## src/rtl/irq_gate_pkg.sv

```systemverilog
package irq_gate_pkg;

  // Action applied to the countdown register this cycle
  typedef enum logic [1:0] {
    CNT_HOLD = 2'd0,
    CNT_DEC  = 2'd1,
    CNT_LOAD = 2'd2,
    CNT_ZERO = 2'd3
  } cnt_op_e;

  // Action applied to the enable flag this cycle
  typedef enum logic [1:0] {
    FLG_HOLD = 2'd0,
    FLG_SET  = 2'd1,
    FLG_CLR  = 2'd2
  } flg_op_e;

endpackage

```

## src/rtl/irq_gate_arbiter.sv

```systemverilog
module irq_gate_arbiter
  import irq_gate_pkg::*;
(
  input  logic    clk,
  input  logic    rst_n,
  input  logic    instr_start,
  input  logic    ei_req,
  input  logic    di_req,
  input  logic    reti_req,
  input  logic    irq_ack,
  input  logic    cnt_nz,
  input  logic    expire,
  output cnt_op_e cnt_op,
  output flg_op_e flg_op
);

  // Countdown priority: disable > enable (re)load > decrement > hold
  always_comb begin
    if (di_req)                     cnt_op = CNT_ZERO;
    else if (ei_req)                cnt_op = CNT_LOAD;
    else if (instr_start && cnt_nz) cnt_op = CNT_DEC;
    else                            cnt_op = CNT_HOLD;
  end

  // Flag priority: disable > acknowledge > (return | expiry) > hold
  always_comb begin
    if (di_req || irq_ack)          flg_op = FLG_CLR;
    else if (reti_req || expire)    flg_op = FLG_SET;
    else                            flg_op = FLG_HOLD;
  end

  AST_DI_ZEROES_COUNT: assert property (@(posedge clk) disable iff (!rst_n)
    di_req |-> (cnt_op == CNT_ZERO && flg_op == FLG_CLR));
  AST_ACK_NOT_SET: assert property (@(posedge clk) disable iff (!rst_n)
    irq_ack |-> (flg_op != FLG_SET && cnt_op != CNT_LOAD || ei_req));

endmodule

```

## src/rtl/irq_gate_countdown.sv

```systemverilog
module irq_gate_countdown
  import irq_gate_pkg::*;
#(
  parameter int LOAD_VAL = 2
) (
  input  logic    clk,
  input  logic    rst_n,
  input  logic    instr_start,
  input  cnt_op_e cnt_op,
  output logic    cnt_nz,
  output logic    expire
);

  localparam int CNT_W = $clog2(LOAD_VAL + 1);

  logic [CNT_W-1:0] cnt_q;
  logic [CNT_W-1:0] cnt_d;
  logic             cnt_en;

  always_comb begin
    cnt_en = 1'b1;
    cnt_d  = cnt_q;
    unique case (cnt_op)
      CNT_ZERO: cnt_d = '0;
      CNT_LOAD: cnt_d = CNT_W'(LOAD_VAL);
      CNT_DEC:  cnt_d = cnt_q - CNT_W'(1);
      default:  cnt_en = 1'b0;
    endcase
  end

  always_ff @(posedge clk or negedge rst_n) begin
    if (!rst_n)      cnt_q <= '0;
    else if (cnt_en) cnt_q <= cnt_d;
  end

  assign cnt_nz = (cnt_q != '0);
  assign expire = instr_start && (cnt_q == CNT_W'(1));

  AST_LOAD_VALUE: assert property (@(posedge clk) disable iff (!rst_n)
    (cnt_op == CNT_LOAD) |=> (cnt_q == CNT_W'(LOAD_VAL)));
  AST_COUNT_BOUND: assert property (@(posedge clk) disable iff (!rst_n)
    cnt_q <= CNT_W'(LOAD_VAL));
  AST_HOLD_STABLE: assert property (@(posedge clk) disable iff (!rst_n)
    (cnt_op == CNT_HOLD) |=> $stable(cnt_q));
  AST_DEC_BY_ONE: assert property (@(posedge clk) disable iff (!rst_n)
    (cnt_op == CNT_DEC) |=> (cnt_q == $past(cnt_q) - CNT_W'(1)));

endmodule

```

## src/rtl/irq_gate_flag.sv

```systemverilog
module irq_gate_flag
  import irq_gate_pkg::*;
(
  input  logic    clk,
  input  logic    rst_n,
  input  flg_op_e flg_op,
  output logic    flag
);

  logic flag_q;
  logic flag_d;
  logic flag_en;

  always_comb begin
    flag_en = (flg_op != FLG_HOLD);
    flag_d  = (flg_op == FLG_SET);
  end

  always_ff @(posedge clk or negedge rst_n) begin
    if (!rst_n)       flag_q <= 1'b0;
    else if (flag_en) flag_q <= flag_d;
  end

  assign flag = flag_q;

  AST_FLAG_HOLD: assert property (@(posedge clk) disable iff (!rst_n)
    (flg_op == FLG_HOLD) |=> $stable(flag_q));

endmodule

```

## src/rtl/irq_enable_gate.sv

```systemverilog
module irq_enable_gate
  import irq_gate_pkg::*;
#(
  parameter int LOAD_VAL = 2
) (
  input  logic clk,
  input  logic rst_n,
  input  logic instr_start,
  input  logic ei_req,
  input  logic di_req,
  input  logic reti_req,
  input  logic irq_ack,
  output logic int_en,
  output logic en_pending
);

  cnt_op_e cnt_op;
  flg_op_e flg_op;
  logic    cnt_nz;
  logic    expire;

  irq_gate_arbiter u_arb (
    .clk         (clk),
    .rst_n       (rst_n),
    .instr_start (instr_start),
    .ei_req      (ei_req),
    .di_req      (di_req),
    .reti_req    (reti_req),
    .irq_ack     (irq_ack),
    .cnt_nz      (cnt_nz),
    .expire      (expire),
    .cnt_op      (cnt_op),
    .flg_op      (flg_op)
  );

  irq_gate_countdown #(.LOAD_VAL(LOAD_VAL)) u_cnt (
    .clk         (clk),
    .rst_n       (rst_n),
    .instr_start (instr_start),
    .cnt_op      (cnt_op),
    .cnt_nz      (cnt_nz),
    .expire      (expire)
  );

  irq_gate_flag u_flag (
    .clk    (clk),
    .rst_n  (rst_n),
    .flg_op (flg_op),
    .flag   (int_en)
  );

  assign en_pending = cnt_nz;

  AST_DI_CLEARS: assert property (@(posedge clk) disable iff (!rst_n)
    di_req |=> (!int_en && !en_pending));
  AST_RETI_OPENS: assert property (@(posedge clk) disable iff (!rst_n)
    (reti_req && !di_req && !irq_ack) |=> int_en);
  AST_ACK_CLOSES: assert property (@(posedge clk) disable iff (!rst_n)
    irq_ack |=> !int_en);
  AST_EI_PENDS: assert property (@(posedge clk) disable iff (!rst_n)
    (ei_req && !di_req) |=> en_pending);
  AST_EXPIRY_OPENS: assert property (@(posedge clk) disable iff (!rst_n)
    (expire && !di_req && !irq_ack) |=> int_en);
  AST_NO_SPONTANEOUS_RISE: assert property (@(posedge clk) disable iff (!rst_n)
    $rose(int_en) |-> $past(reti_req || expire));

endmodule

```

## config.mk

```make
export PLATFORM = sky130hd
export DESIGN_NAME = irq_enable_gate
export DESIGN_NICKNAME = d
export VERILOG_FILES = /design/src/rtl/irq_gate_pkg.sv /design/src/rtl/irq_gate_arbiter.sv /design/src/rtl/irq_gate_countdown.sv /design/src/rtl/irq_gate_flag.sv /design/src/rtl/irq_enable_gate.sv
export SDC_FILE = /design/constraint.sdc
export NUM_CORES = 1
export LEC_CHECK = 0
export BUFFER_PORTS_ARGS = -buffer_cell sky130_fd_sc_hd__buf_2
export CAP_MARGIN = 20
export CORE_AREA = 4 4 41 43
export CTS_CLUSTER_DIAMETER = 50
export DETAILED_ROUTE_END_ITERATION = 8
export DIE_AREA = 0 0 45 47
export HOLD_SLACK_MARGIN = 0.05
export SLEW_MARGIN = 20
export SYNTH_ARGS = -nofsm -noshare
export SYNTH_HDL_FRONTEND = slang
export SYNTH_SLANG_ARGS = --single-unit
```

## constraint.sdc

```tcl
create_clock -name clk -period 3.1 [get_ports clk]
set_input_delay 0.62 -clock clk [delete_from_list [all_inputs] [get_ports clk]]
set_output_delay 0.62 -clock clk [all_outputs]
set_load 0.1 [all_outputs]
```

Yosys cells after proc, flatten, opt, wreduce, memory -nomap -nowiden:

Cells that the tools add are included.

* add/sub/neg operators: 1
* $mul: 0
* div/mod/pow operators: 0
* $lt $le $gt $ge: 0
* equal/unequal tests: 5
* shift operators: 0
* mux-type cells: 7
* bitwise gates (word level): 0
* reduce and logical (&&, ||, !) cells: 9

Operators with widths (count)
* == test 2 x 1 -> 1 bit, second input constant: 3
* 2-to-1 mux 2 bit: 3
* one-hot mux 2 bit (3 select lines): 1
* == test 2 bit, second input constant: 2
* nonzero test 2 bit: 2
* 2-to-1 mux 1 bit: 3
* nonzero test 3 bit: 1
* OR reduction 3 bit: 1
* logical AND 1 bit: 2
* logical OR 1 bit: 2
* AND reduction 2 bit: 1
* subtractor 2 x 1 -> 2 bit, second input constant: 1

* register bits: 3
* latch bits: 0
* memory bits (writable): 0
* ROM bits: 0
* word-level logic and storage cells: 24
* memories: 0

Longest topological paths before layout:

Gate-level depths: netlist of the first run.

* depth in word-level cells: 9
* gate-level depth with buffers: 5
* depth with buffers taken out: 5

By module:

A second synthesis of the first run with hierarchy kept.

* cells, all modules: 28
* area total of the unflattened synthesis: 246.5 sq um

By module, submodules not included
* irq_gate_countdown: instances 1, cells each 20, area an instance 175.2 sq um
* irq_gate_arbiter: instances 1, cells each 6, area an instance 36.3 sq um
* irq_gate_flag: instances 1, cells each 2, area an instance 35.0 sq um

Worst setup path before layout of the first run:

OpenSTA, ideal clock, no wires.

* path type: flip-flop to output port
* from: register u_cnt.cnt_q[0]
* to: output port en_pending
* data arrival time: 1191 ps
* data required time: 2480 ps
* slack: 1289 ps
* stages on the path, launching flop included: 4
* path through: dfrtp_1 inv_1 ha_1 inv_1

* longest elaborated chain between the ends: 1

RTL lines
* start, declared: line irq_gate_countdown.sv:16 `logic [CNT_W-1:0] cnt_q;`
* start signal, assigned: line irq_gate_countdown.sv:33 `else if (cnt_en) cnt_q <= cnt_d;`
* nonzero test 2 bit: line irq_gate_countdown.sv:36 `assign cnt_nz = (cnt_q != '0);`
* end, declared: line irq_enable_gate.sv:14 `output logic en_pending`

No other way between the ends.

Worst setup path after layout of the first run:

Ends and elaborated chain as after synthesis.

==> impl_metrics.ini, run 1 <==
[worst_setup_path]
timing.rr.end = u_cnt.cnt_q[1]
reg2reg_slack_ns = 1.92
timing.rr.start = u_cnt.cnt_q[0]
rr_worst_depth = 5
critical_path_required_ns = 2.48
cp-end-kind = output pin
crit_arrival_ns = 1.33
critPathMaxFanout = 3
critPathLaunchType = flop
critical_path_class = reg -> out
worstSetupStartpoint = u_cnt.cnt_q[0]

[layout]
num_antenna_cells = 0
finish.net_count = 38
final_util_pct = 19.6
layoutNonFillerInstCount = 43
area_delta_synth_final_pct = 50.0
drive_above_1_share_pct = 42.9

[pwr]
powerDensity_mw_per_mm2 = 568
fin_total_pwr_uw = 145
peakVddDrop_mv = 0.0605
leakage_nw = 0.133

[place]
post-place-cells = 39
port_buffers = 8
place_congestion = 0.617

[grt]
grt_pass1_wl_um = 662
grt_use_total_pct = 4.83
grt_pass1_vias = 199
overflow = 0
grt_max_degree = 4
antenna_found_initial = 0

[floorplan]
ios = 9
die_h_um = 47
core.rowCount = 13
initial_core_util_pct = 13.1
fp.dieW_um = 45
dieArea_mm2 = 0.00212
coreArea_mm2 = 0.00130

[clocking]
cts_root_buf = clkbuf_4
cts-hold-fix-buffers = 0
cts_buffers = 3
clk_pin_slew_ns = 0.04
cts.sinks = 3
cts_resized = 0
cts_buffer_depth = 2
clkLatencyLatePin_ns = 0.23
cts_tree = done
post_cts_buffers = 0
htree_levels = 1

[sta]
fin_crit_sh_pct = 62.9
tightest_slew_ns = 0.485
setup_violations = 0
fin_crit_ns = 1.95
maxSlewViolCount = 0
relSlewSlack_pct = 67.9
skew_ns = 0.00243
max_freq_mhz = 513
whs_ns = 0.174
tns_ns = 0
hold_violations = 0
grt_setup_unrepaired = false

[logic_synthesis]
synth_compound_gate_area_share_pct = 8.82
synthAdderAreaFrac_pct = 14.7
synth_warnings = 0
synth_xor_area_share_pct = 5.15
ys_ff_latch = 3
synth_top_family_by_area = simple AND/OR/NAND/NOR gates
synth_mux_area_share_pct = 0
yosysSeqAreaShare_pct = 44.1
netlist_area_um2 = 170
syn_inst = 16
syn-num-nets = 25
yosysUniqueCellTypes = 9
yosys.area_share.simple_pct = 20.6
syn_avg_cell_area_um2 = 10.6

[job]
maxCapViolations = 0

[worst_hold_path]
hp-class = in -> async

[route]
vias = 155
drtIter0Drc = 0
wirelength_um = 368
detail_route.wl_per_cell_um = 8.56
viasPerCell = 3.60
ant_nets = 0
firstDrtPassIters = 1
drcViolationCount = 0

[outcome]
status = completed
power by group:
part | leakage [nW] | internal, mW | total, mW | switching (mW)
registers | 0.0396 | 0.0416 | 0.0428 | 0.00122
logic | 0.0780 | 0.0104 | 0.0341 | 0.0237
clock network | 0.0150 | 0.0482 | 0.0680 | 0.0198
synthesized netlist by cell type:
| library cell | n | area (µm²) |
|---|---|---|
| nor2_1 | 1 | 3.75 |
| nand2b_4 | 1 | 13.8 |
| ha_1 | 2 | 25.0 |
| nor3_1 | 2 | 10.0 |
| xnor2_1 | 1 | 8.76 |
| dfrtp_1 | 3 | 75.1 |
| inv_1 | 3 | 11.3 |
| nor3b_1 | 1 | 7.51 |
| a211oi_1 | 2 | 15.0 |
worst max-delay path, cell delays in order, from the launching register on:
cell and delay, ns:
dfrtp_1 0.34, inv_1 0.07, ha_1 0.23, inv_1 0.05, buf_2 0.41
cells in the final DEF (no fill, tap or decap):
| cell | synthesis | layout |
|---|---|---|
| a211oi_1 | 2 | 2 |
| inv_1 | 3 | 3 |
| nor3b_1 | 1 | 1 |
| clkbuf_1 | 0 | 1 |
| nor2_1 | 1 | 1 |
| ha_1 | 2 | 2 |
| xnor2_1 | 1 | 1 |
| buf_2 | 0 | 8 |
| nand2b_4 | 1 | 1 |
| dfrtp_1 | 3 | 3 |
| nor3_1 | 2 | 2 |
| clkbuf_4 | 0 | 3 |
cell families (layout without fill, tap and decap cells):
| family | Yosys count | count (layout) |
|---|---|---|
| flip-flops | 3 | 3 |
| adder cells (fa/ha/maj) | 2 | 2 |
| buffers and inverters | 3 | 15 |
| XOR/XNOR | 1 | 1 |
| AO/OA/AOI/OAI | 2 | 2 |
| AND/OR/NAND/NOR | 5 | 5 |
state kept, by name, indices dropped and copies added, names as in the netlist:
register and flops:
u_cnt.cnt_q 2, u_flag.flag 1
worst max-delay path by stage:
stage | to | slack [ns] | depth (start not counted)
2_1_floorplan | en_pending | 1.29 | 3
3_3_place_gp | en_pending | 1.38 | 4
3_5_place_dp | en_pending | 1.38 | 4
4_1_cts | en_pending | 1.13 | 4
5_1_grt | en_pending | 1.06 | 4
6_report | en_pending | 1.15 | 4
per-stage QoR:
stage	setup WS [ns]	cell area (µm²)
2_1_floorplan	1.29	170
3_3_place_gp	1.38	229
3_5_place_dp	1.38	229
4_1_cts	1.13	255
5_1_grt	1.06	255
6_report	1.15	255
layer usage:
layer | global-route usage, % | wire length (µm)
met5 | 0 | 0
met4 | 7.02 | 0
met3 | 0 | 39
met2 | 8.19 | 183
met1 | 4.58 | 145
layout make-up:
type	count	area [µm²]
fillers	156	1050
multi-input cells	10	83.8
flip-flops and latches	3	75.1
repair buffers	8	40.0
clock buffers	4	26.3
well taps	15	18.8
inverters	3	11.3
Note: power is estimated with default switching activity, not from simulation.
==> run 2: changes to the inputs <==
==> constraint.sdc (replaced) <==
create_clock -name clk -period 2.05 [get_ports clk]
set_input_delay 0.41 -clock clk [delete_from_list [all_inputs] [get_ports clk]]
set_output_delay 0.41 -clock clk [all_outputs]
set_load 0.1 [all_outputs]
==> impl_metrics.ini, run 2 (synthesis results as in run 1) <==
[sta]
whs_ns = 0.335
max_freq_mhz = 577
skew_ns = 0.00159
setup_violations = 0
tns_ns = 0
maxSlewViolCount = 0
fin_crit_sh_pct = 84.5
relSlewSlack_pct = 68.0
hold_violations = 0
tightest_slew_ns = 0.483
grt_setup_unrepaired = false
fin_crit_ns = 1.73

[grt]
grt_pass1_wl_um = 641
grt_use_total_pct = 4.67
overflow = 0
antenna_found_initial = 0
grt_pass1_vias = 169
grt_max_degree = 4

[worst_setup_path]
cp_top_family = buffers and inverters
critical_path_required_ns = 1.64
critPathMaxFanout = 3
slowest_delay_ns = 0.41
path_cells = inv_1, ha_1, inv_1, buf_2
critPathLaunchType = flop
cp-end-kind = output pin
crit_path_top_delay_cell = buf_2
crit_top_cell = inv_1
critical_path_class = reg -> out
path_buf_inv = 3
crit_arrival_ns = 1.32

[layout]
layout_commonest_cell = buf_2
final_cell_mix = buf_2, inv_1, clkbuf_4, dfrtp_1
finish.net_count = 39
final_util_pct = 20.4
largest_register_ffs = 2
largest-register = u_cnt.cnt_q
num_antenna_cells = 0
drive_above_1_share_pct = 41.4
stdcell_area_um2 = 265
area_delta_synth_final_pct = 55.9

[worst_hold_path]
hp-class = in -> reg

[job]
maxCapViolations = 0

[pwr]
switching_share_pct = 30.4
peakVddDrop_mv = 0.288
internal_power_uw = 153
leakage_nw = 0.137
p_switching_uw = 66.7
p_seq_share_pct = 29.5
clockPowerShare_pct = 46.6
power_frac_comb_pct = 23.9
fin_total_pwr_uw = 219
powerDensity_mw_per_mm2 = 827

[floorplan]
coreArea_mm2 = 0.00130
core.rowCount = 13
die_h_um = 47
ios = 9
fp.dieW_um = 45
dieArea_mm2 = 0.00212
initial_core_util_pct = 13.1

[place]
port_buffers = 8
placed_area_um2 = 229
place_congestion = 0.626
dpl.hpwl_um = 288

[clocking]
cts_root_buf = clkbuf_4
clk_pin_slew_ns = 0.04
post_cts_buffers = 0
cts.sinks = 3
cts_buffers = 3
cts_buffer_depth = 2
clkLatencyLatePin_ns = 0.23
htree_levels = 1
cts_tree = done
cts_resized = 0

[route]
drcViolationCount = 0
vias = 155
viasPerCell = 3.52
firstDrtPassIters = 1
wirelength_um = 331
detail_route.wl_per_cell_um = 7.52
drtIter0Drc = 0
ant_nets = 0

[outcome]
status = completed
run 2: routing by layer:
layer	GRT usage [%]	routed length [µm]	up-vias	share of wire (%)
met5	0	0	-	0
met3	5.36	67	0	20
met4	1.75	0	0	0
li1	-	-	79	-
met1	4.57	128	67	39
met2	6.21	135	9	41
run 2: metrics by stage:
step	worst slack [ns]	instances
3_3_place_gp	0.564	39
3_5_place_dp	0.554	39
4_1_cts	0.292	44
2_1_floorplan	0.449	16
5_1_grt	0.209	44
6_report	0.318	44
run 2: final cells by class:
cell class | instances | area, µm²
Tap cell | 15 | 18.8
Inverter | 3 | 11.3
Multi-Input combinational cell | 10 | 83.8
Sequential cell | 3 | 75.1
Fill cell | 154 | 1040
Timing Repair Buffer | 9 | 50.0
Clock buffer | 4 | 26.3
run 2: worst paths after layout:
path                                        to  slack (ns)  depth (start not counted)      startpoint
worst min-delay path               u_flag.flag        0.34                          2         irq_ack
worst max-delay path                en_pending        0.32                          4  u_cnt.cnt_q[0]
worst min register to register  u_cnt.cnt_q[1]        0.53                          2  u_cnt.cnt_q[1]
max in group asynchronous       u_cnt.cnt_q[0]        1.44                          2           rst_n
min in group asynchronous          u_flag.flag        0.50                          2           rst_n
worst max register to register  u_cnt.cnt_q[1]        0.87                          5  u_cnt.cnt_q[0]
run 2: what timing repair did:
| item | 4_1_cts | 5_1_grt |
|---|---|---|
| hold buffers | 1 | 0 |
| endpoints found under the hold margin | 3 | 0 |
| setup endpoints to repair | 0 | 0 |
run 2: power by group through the flow:
| stage | registers (mW) | clock network (mW) | logic, mW |
|---|---|---|---|
| final | 0.0647 | 0.102 | 0.0525 |
| after global routing | 0.0653 | 0.119 | 0.0570 |
| after CTS | 0.0647 | 0.109 | 0.0534 |
| after detailed placement | 0.0655 | 0 | 0.0519 |
| after global placement | 0.0655 | 0 | 0.0518 |
| after floorplan | 0.0721 | 0 | 0.0313 |
